===== src/rtl/scell_pkg.sv =====
package scell_pkg;
  // Comparison stages of one cell.
  typedef enum logic [2:0] {
    M_IDLE,
    M_PAD,
    M_HELL,
    M_OCHK,
    M_PASS
  } mstate_t;

  localparam logic [31:0] TXT_HELL = 32'h48454C4C;
  localparam logic [7:0]  TXT_O    = 8'h4F;
  localparam logic [31:0] TXT_WORL = 32'h574F524C;
  localparam logic [15:0] TXT_DDOT = 16'h442E;
endpackage


===== src/rtl/scell_framer.sv =====
module scell_framer #(
  parameter int CELL_WORDS = 14,
  localparam int IDX_W = $clog2(CELL_WORDS)
) (
  input  logic             clk,
  input  logic             rst,
  input  logic             in_soc,
  output logic             cur_valid,
  output logic [IDX_W-1:0] cur_idx
);
  localparam logic [IDX_W-1:0] LAST = IDX_W'(CELL_WORDS - 1);

  logic             busy;
  logic [IDX_W-1:0] idx;

  assign cur_valid = in_soc | busy;
  assign cur_idx   = in_soc ? '0 : idx;

  always_ff @(posedge clk) begin
    if (rst) begin
      busy <= 1'b0;
      idx  <= '0;
    end else if (cur_valid) begin
      if (cur_idx == LAST) begin
        busy <= 1'b0;
        idx  <= '0;
      end else begin
        busy <= 1'b1;
        idx  <= cur_idx + 1'b1;
      end
    end
  end
endmodule


===== src/rtl/scell_matcher.sv =====
module scell_matcher
  import scell_pkg::*;
#(
  parameter int DATA_W    = 32,
  parameter int VCI_LSB   = 4,
  parameter int VCI_W     = 16,
  parameter int VCI_VALUE = 5
) (
  input  logic              clk,
  input  logic              rst,
  input  logic              cur_valid,
  input  logic              in_soc,
  input  logic [DATA_W-1:0] in_data,
  output logic              hit
);
  localparam logic [VCI_W-1:0] VCI_K = VCI_W'(VCI_VALUE);

  mstate_t state, nxt;
  logic    vci_ok, hell_ok, o_ok;

  assign vci_ok  = (in_data[VCI_LSB +: VCI_W] == VCI_K);
  assign hell_ok = (in_data[31:0] == TXT_HELL);
  assign o_ok    = (in_data[31:24] == TXT_O);

  always_comb begin
    nxt = state;
    if (in_soc) begin
      nxt = vci_ok ? M_PAD : M_PASS;
    end else if (!cur_valid) begin
      nxt = M_IDLE;
    end else begin
      case (state)
        M_PAD:   nxt = M_HELL;
        M_HELL:  nxt = hell_ok ? M_OCHK : M_PASS;
        M_OCHK:  nxt = M_PASS;
        default: nxt = state;
      endcase
    end
  end

  assign hit = cur_valid && !in_soc && (state == M_OCHK) && o_ok;

  always_ff @(posedge clk) begin
    if (rst) state <= M_IDLE;
    else     state <= nxt;
  end
endmodule


===== src/rtl/scell_delay.sv =====
module scell_delay
  import scell_pkg::*;
#(
  parameter int DATA_W = 32
) (
  input  logic              clk,
  input  logic              rst,
  input  logic [DATA_W-1:0] in_data,
  input  logic              cur_valid,
  input  logic              in_soc,
  input  logic              hit,
  output logic [DATA_W-1:0] out_data,
  output logic              out_soc
);
  logic [DATA_W-1:0] s1_data;
  logic              s1_vld, s1_soc, tail_pend;

  always_ff @(posedge clk) begin
    if (rst) begin
      s1_data   <= '0;
      s1_vld    <= 1'b0;
      s1_soc    <= 1'b0;
      out_data  <= '0;
      out_soc   <= 1'b0;
      tail_pend <= 1'b0;
    end else begin
      s1_data   <= in_data;
      s1_vld    <= cur_valid;
      s1_soc    <= in_soc;
      out_soc   <= s1_soc;
      tail_pend <= hit;
      if (!s1_vld)        out_data <= '0;
      else if (hit)       out_data <= DATA_W'(TXT_WORL);
      else if (tail_pend) out_data <= {TXT_DDOT, s1_data[15:0]};
      else                out_data <= s1_data;
    end
  end
endmodule


===== src/rtl/scell_rewrite.sv =====
module scell_rewrite #(
  parameter int CELL_WORDS = 14,
  parameter int VCI_LSB    = 4,
  parameter int VCI_W      = 16,
  parameter int VCI_VALUE  = 5,
  localparam int DATA_W    = 32,
  localparam int IDX_W     = $clog2(CELL_WORDS)
) (
  input  logic              clk,
  input  logic              rst,
  input  logic [DATA_W-1:0] in_data,
  input  logic              in_soc,
  input  logic              dn_cell_avail,
  output logic              up_cell_avail,
  output logic [DATA_W-1:0] out_data,
  output logic              out_soc
);
  logic             cur_valid;
  logic [IDX_W-1:0] cur_idx;
  logic             match_hit;

  assign up_cell_avail = dn_cell_avail;

  scell_framer #(.CELL_WORDS(CELL_WORDS)) u_frm (
    .clk(clk), .rst(rst), .in_soc(in_soc),
    .cur_valid(cur_valid), .cur_idx(cur_idx)
  );

  scell_matcher #(
    .DATA_W(DATA_W), .VCI_LSB(VCI_LSB), .VCI_W(VCI_W), .VCI_VALUE(VCI_VALUE)
  ) u_mat (
    .clk(clk), .rst(rst), .cur_valid(cur_valid), .in_soc(in_soc),
    .in_data(in_data), .hit(match_hit)
  );

  scell_delay #(.DATA_W(DATA_W)) u_dly (
    .clk(clk), .rst(rst), .in_data(in_data), .cur_valid(cur_valid),
    .in_soc(in_soc), .hit(match_hit), .out_data(out_data), .out_soc(out_soc)
  );
endmodule


===== config.mk =====
export PLATFORM = sky130hd
export DESIGN_NAME = scell_rewrite
export DESIGN_NICKNAME = d
export VERILOG_FILES = /design/src/rtl/scell_pkg.sv /design/src/rtl/scell_framer.sv /design/src/rtl/scell_matcher.sv /design/src/rtl/scell_delay.sv /design/src/rtl/scell_rewrite.sv
export SDC_FILE = /design/constraint.sdc
export NUM_CORES = 1
export LEC_CHECK = 0
export BUFFER_PORTS_ARGS = -buffer_cell sky130_fd_sc_hd__buf_2
export CORE_MARGIN = 4
export CORE_UTILIZATION = 50
export DETAILED_ROUTE_END_ITERATION = 7
export GPL_TIMING_DRIVEN = 0
export MAX_ROUTING_LAYER = met4
export PLACE_DENSITY = 0.77
export SYNTH_ARGS = -nofsm -noshare
export SYNTH_HDL_FRONTEND = slang
export SYNTH_HIERARCHICAL = 1
export SYNTH_SLANG_ARGS = --single-unit

===== constraint.sdc =====
create_clock -name clk -period 2.1 [get_ports clk]
set_input_delay 0.21 -clock clk [delete_from_list [all_inputs] [get_ports clk]]
set_output_delay 0.21 -clock clk [all_outputs]
set_load 0.02 [all_outputs]

==> impl_metrics.py <==
metrics = {
    "run_status": {
        "status": "completed",
    },
    "layout": {
        "syn_to_final_growth_pct": 26.0,
        "mostFrequentLayoutCells": "dfxtp_1, buf_2, nor2b_1, nor2_1, and2_1",
        "register_area_um2": 1520,
        "fin_area_um2": 3170,
        "antenna_cells": 0,
        "fin_util_pct": 66.3,
        "final_common_cell": "dfxtp_1",
        "nNetsFinal": 350,
        "fillers": 404,
        "drive_above_1_share_pct": 32.9,
        "multi_input_area_um2": 916,
    },
    "sta": {
        "slew_headroom_pct": 68.3,
        "finalHoldViolations": 0,
        "slew_violations": 0,
        "setup_viol": 0,
        "setup_tns_ps": 0,
        "rsz0062_at_grt": "no",
        "max_freq_ghz": 0.524,
        "fin_crit_ps": 1910,
        "min_period_over_period_pct": 90.9,
        "worst_hold_slack_ps": 94.0,
        "worst_pin_slew_ps": 470,
        "finClkSkew_ps": 9.98,
    },
    "global_route": {
        "grt_pass1_wl_mm": 8.07,
        "grt-ovfl-total": 0,
        "grt_usage_pct": 17.7,
        "antenna_found_initial": 0,
        "grt_max_degree": 15,
        "grt_pass1_vias": 1728,
    },
    "worst_setup_path": {
        "crit_end": "u_dly/out_data[11]",
        "reg2reg_depth": 8,
        "path_cells": "nor2_1 > inv_1 > and2b_2 > nand2_1 > nor3_4 > nor3b_2 > buf_4 > and2_1",
        "crit_type": "reg2reg",
        "cp_max_fo": 10,
        "startpoint_type": "flop",
        "arrival_ps": 2140,
        "critical_path.max_stage_delay_ps": 450,
        "cpMaxStageDelayCell": "dfxtp_1",
        "crit_start": "u_frm/busy",
        "required_ps": 2330,
        "cp-end-kind": "flop",
        "r2r_end": "u_dly/out_data[11]",
        "r2r_start": "u_frm/busy",
        "regToRegSetupSlack_ps": 190,
    },
    "floorplan": {
        "rows": 25,
        "start_util_pct": 52.6,
        "coreArea_um2": 4790,
        "ioPinCount": 70,
        "dieArea_um2": 6230,
        "dieWidth_um": 79.0,
        "die_h_um": 79.0,
    },
    "clock_tree": {
        "clock_sinks": 76,
        "cts.path.max_buffers": 2,
        "holdBufCountCts": 0,
        "h-tree-depth": 3,
        "clkLatencyLatePin_ps": 340,
        "tritoncts": "built",
        "cts_root_buffer": "clkbuf_8",
        "cts_buffers": 9,
        "clk_pin_slew_ps": 70,
    },
    "logic_synthesis": {
        "ys_warn_count": 6,
        "syn_area_per_cell_um2": 10.7,
        "netlist_instances": 235,
        "netlist_area_um2": 2520,
        "syn_nets": 271,
    },
    "route": {
        "wl_mm": 4.93,
        "drt.antenna.violating_nets": 0,
        "wl_per_cell_um": 12.8,
        "drtIter0Drc": 61,
        "dr.pass1.iters": 4,
        "via_per_inst": 4.69,
        "vias": 1811,
        "drc_errors": 0,
    },
    "placed_design": {
        "place_congestion": 0.759,
        "numPortBuffers": 68,
        "hpwlAfterDp_mm": 3.59,
        "dpl_cell_area_um2": 2940,
    },
    "hold_path": {
        "worstHoldPathCells": 2,
        "hp-start": "in_data[13]",
        "hold_class": "in2reg",
    },
    "power": {
        "power_density_nw_per_um2": 908,
        "p_leak_nw": 1.44,
        "ir_drop_uv": 547,
    },
    "flow_run": {
        "maxCapViolations": 0,
    },
}
==> worst max-delay path: cells and delay by family (launching register included) <==
kind / cells / cell delay, ps
simple gates: 6 / 1030
flops: 1 / 450
buf+inv: 2 / 310
==> repair_timing <==
| action | 4_1_cts | 5_1_grt |
|---|---|---|
| setup buffers | 0 | 1 |
| endpoints found under the setup margin | 32 | 15 |
| resized for setup | 2 | 0 |
| pin swaps | 0 | 1 |
==> flip-flops by register name, summed over array words and instances, names as in the netlist <==
register and flops:
u_dly/out_data 32, u_dly/out_soc 1, u_dly/s1_data 32, u_dly/s1_soc 1
u_dly/s1_vld 1, u_dly/tail_pend 1, u_frm/busy 1, u_frm/idx 4
u_mat/state 3
==> power by group <==
part	switching (mW)	total (mW)	internal [mW]
Clock	0.507	1.17	0.664
Sequential	0.0213	1.52	1.50
Combinational	0.102	0.192	0.0901
Total	0.631	2.88	2.25
==> metal layers <==
metal | GRT usage, % | part of all wire (%) | up-vias
li1 | - | - | 938
met1 | 21.0 | 44 | 812
met2 | 27.6 | 47 | 53
met3 | 4.88 | 6.7 | 8
met4 | 9.28 | 1.8 | 0
met5 | - | 0 | -
==> layout make-up <==
type,instances,share of cell area [%]
sequential,76,48.0
multi-input combinational,143,28.9
timing repair buffer,69,11.0
clock buffer,9,3.91
clock inverter,7,2.88
tap,67,2.64
buffer,11,2.29
inverter,4,0.473
==> through the flow <==
step | setup WS [ps] | power, mW | cells
after floorplan | 314 | 1.66 | 235
after global placement | -101 | 1.74 | 370
after detailed placement | -208 | 1.74 | 370
after CTS | 94.4 | 2.90 | 386
after global routing | 91.9 | 3.00 | 386
final | 192 | 2.88 | 386
==> how the worst min path moves through the flow <==
stage                   endpoint
2_1_floorplan       u_frm/idx[0]
3_3_place_gp   u_dly/out_data[5]
3_5_place_dp   u_dly/out_data[7]
4_1_cts        u_dly/s1_data[13]
5_1_grt         u_dly/s1_data[0]
6_report       u_dly/s1_data[13]
No activity file was read; power rests on OpenSTA's default activity.
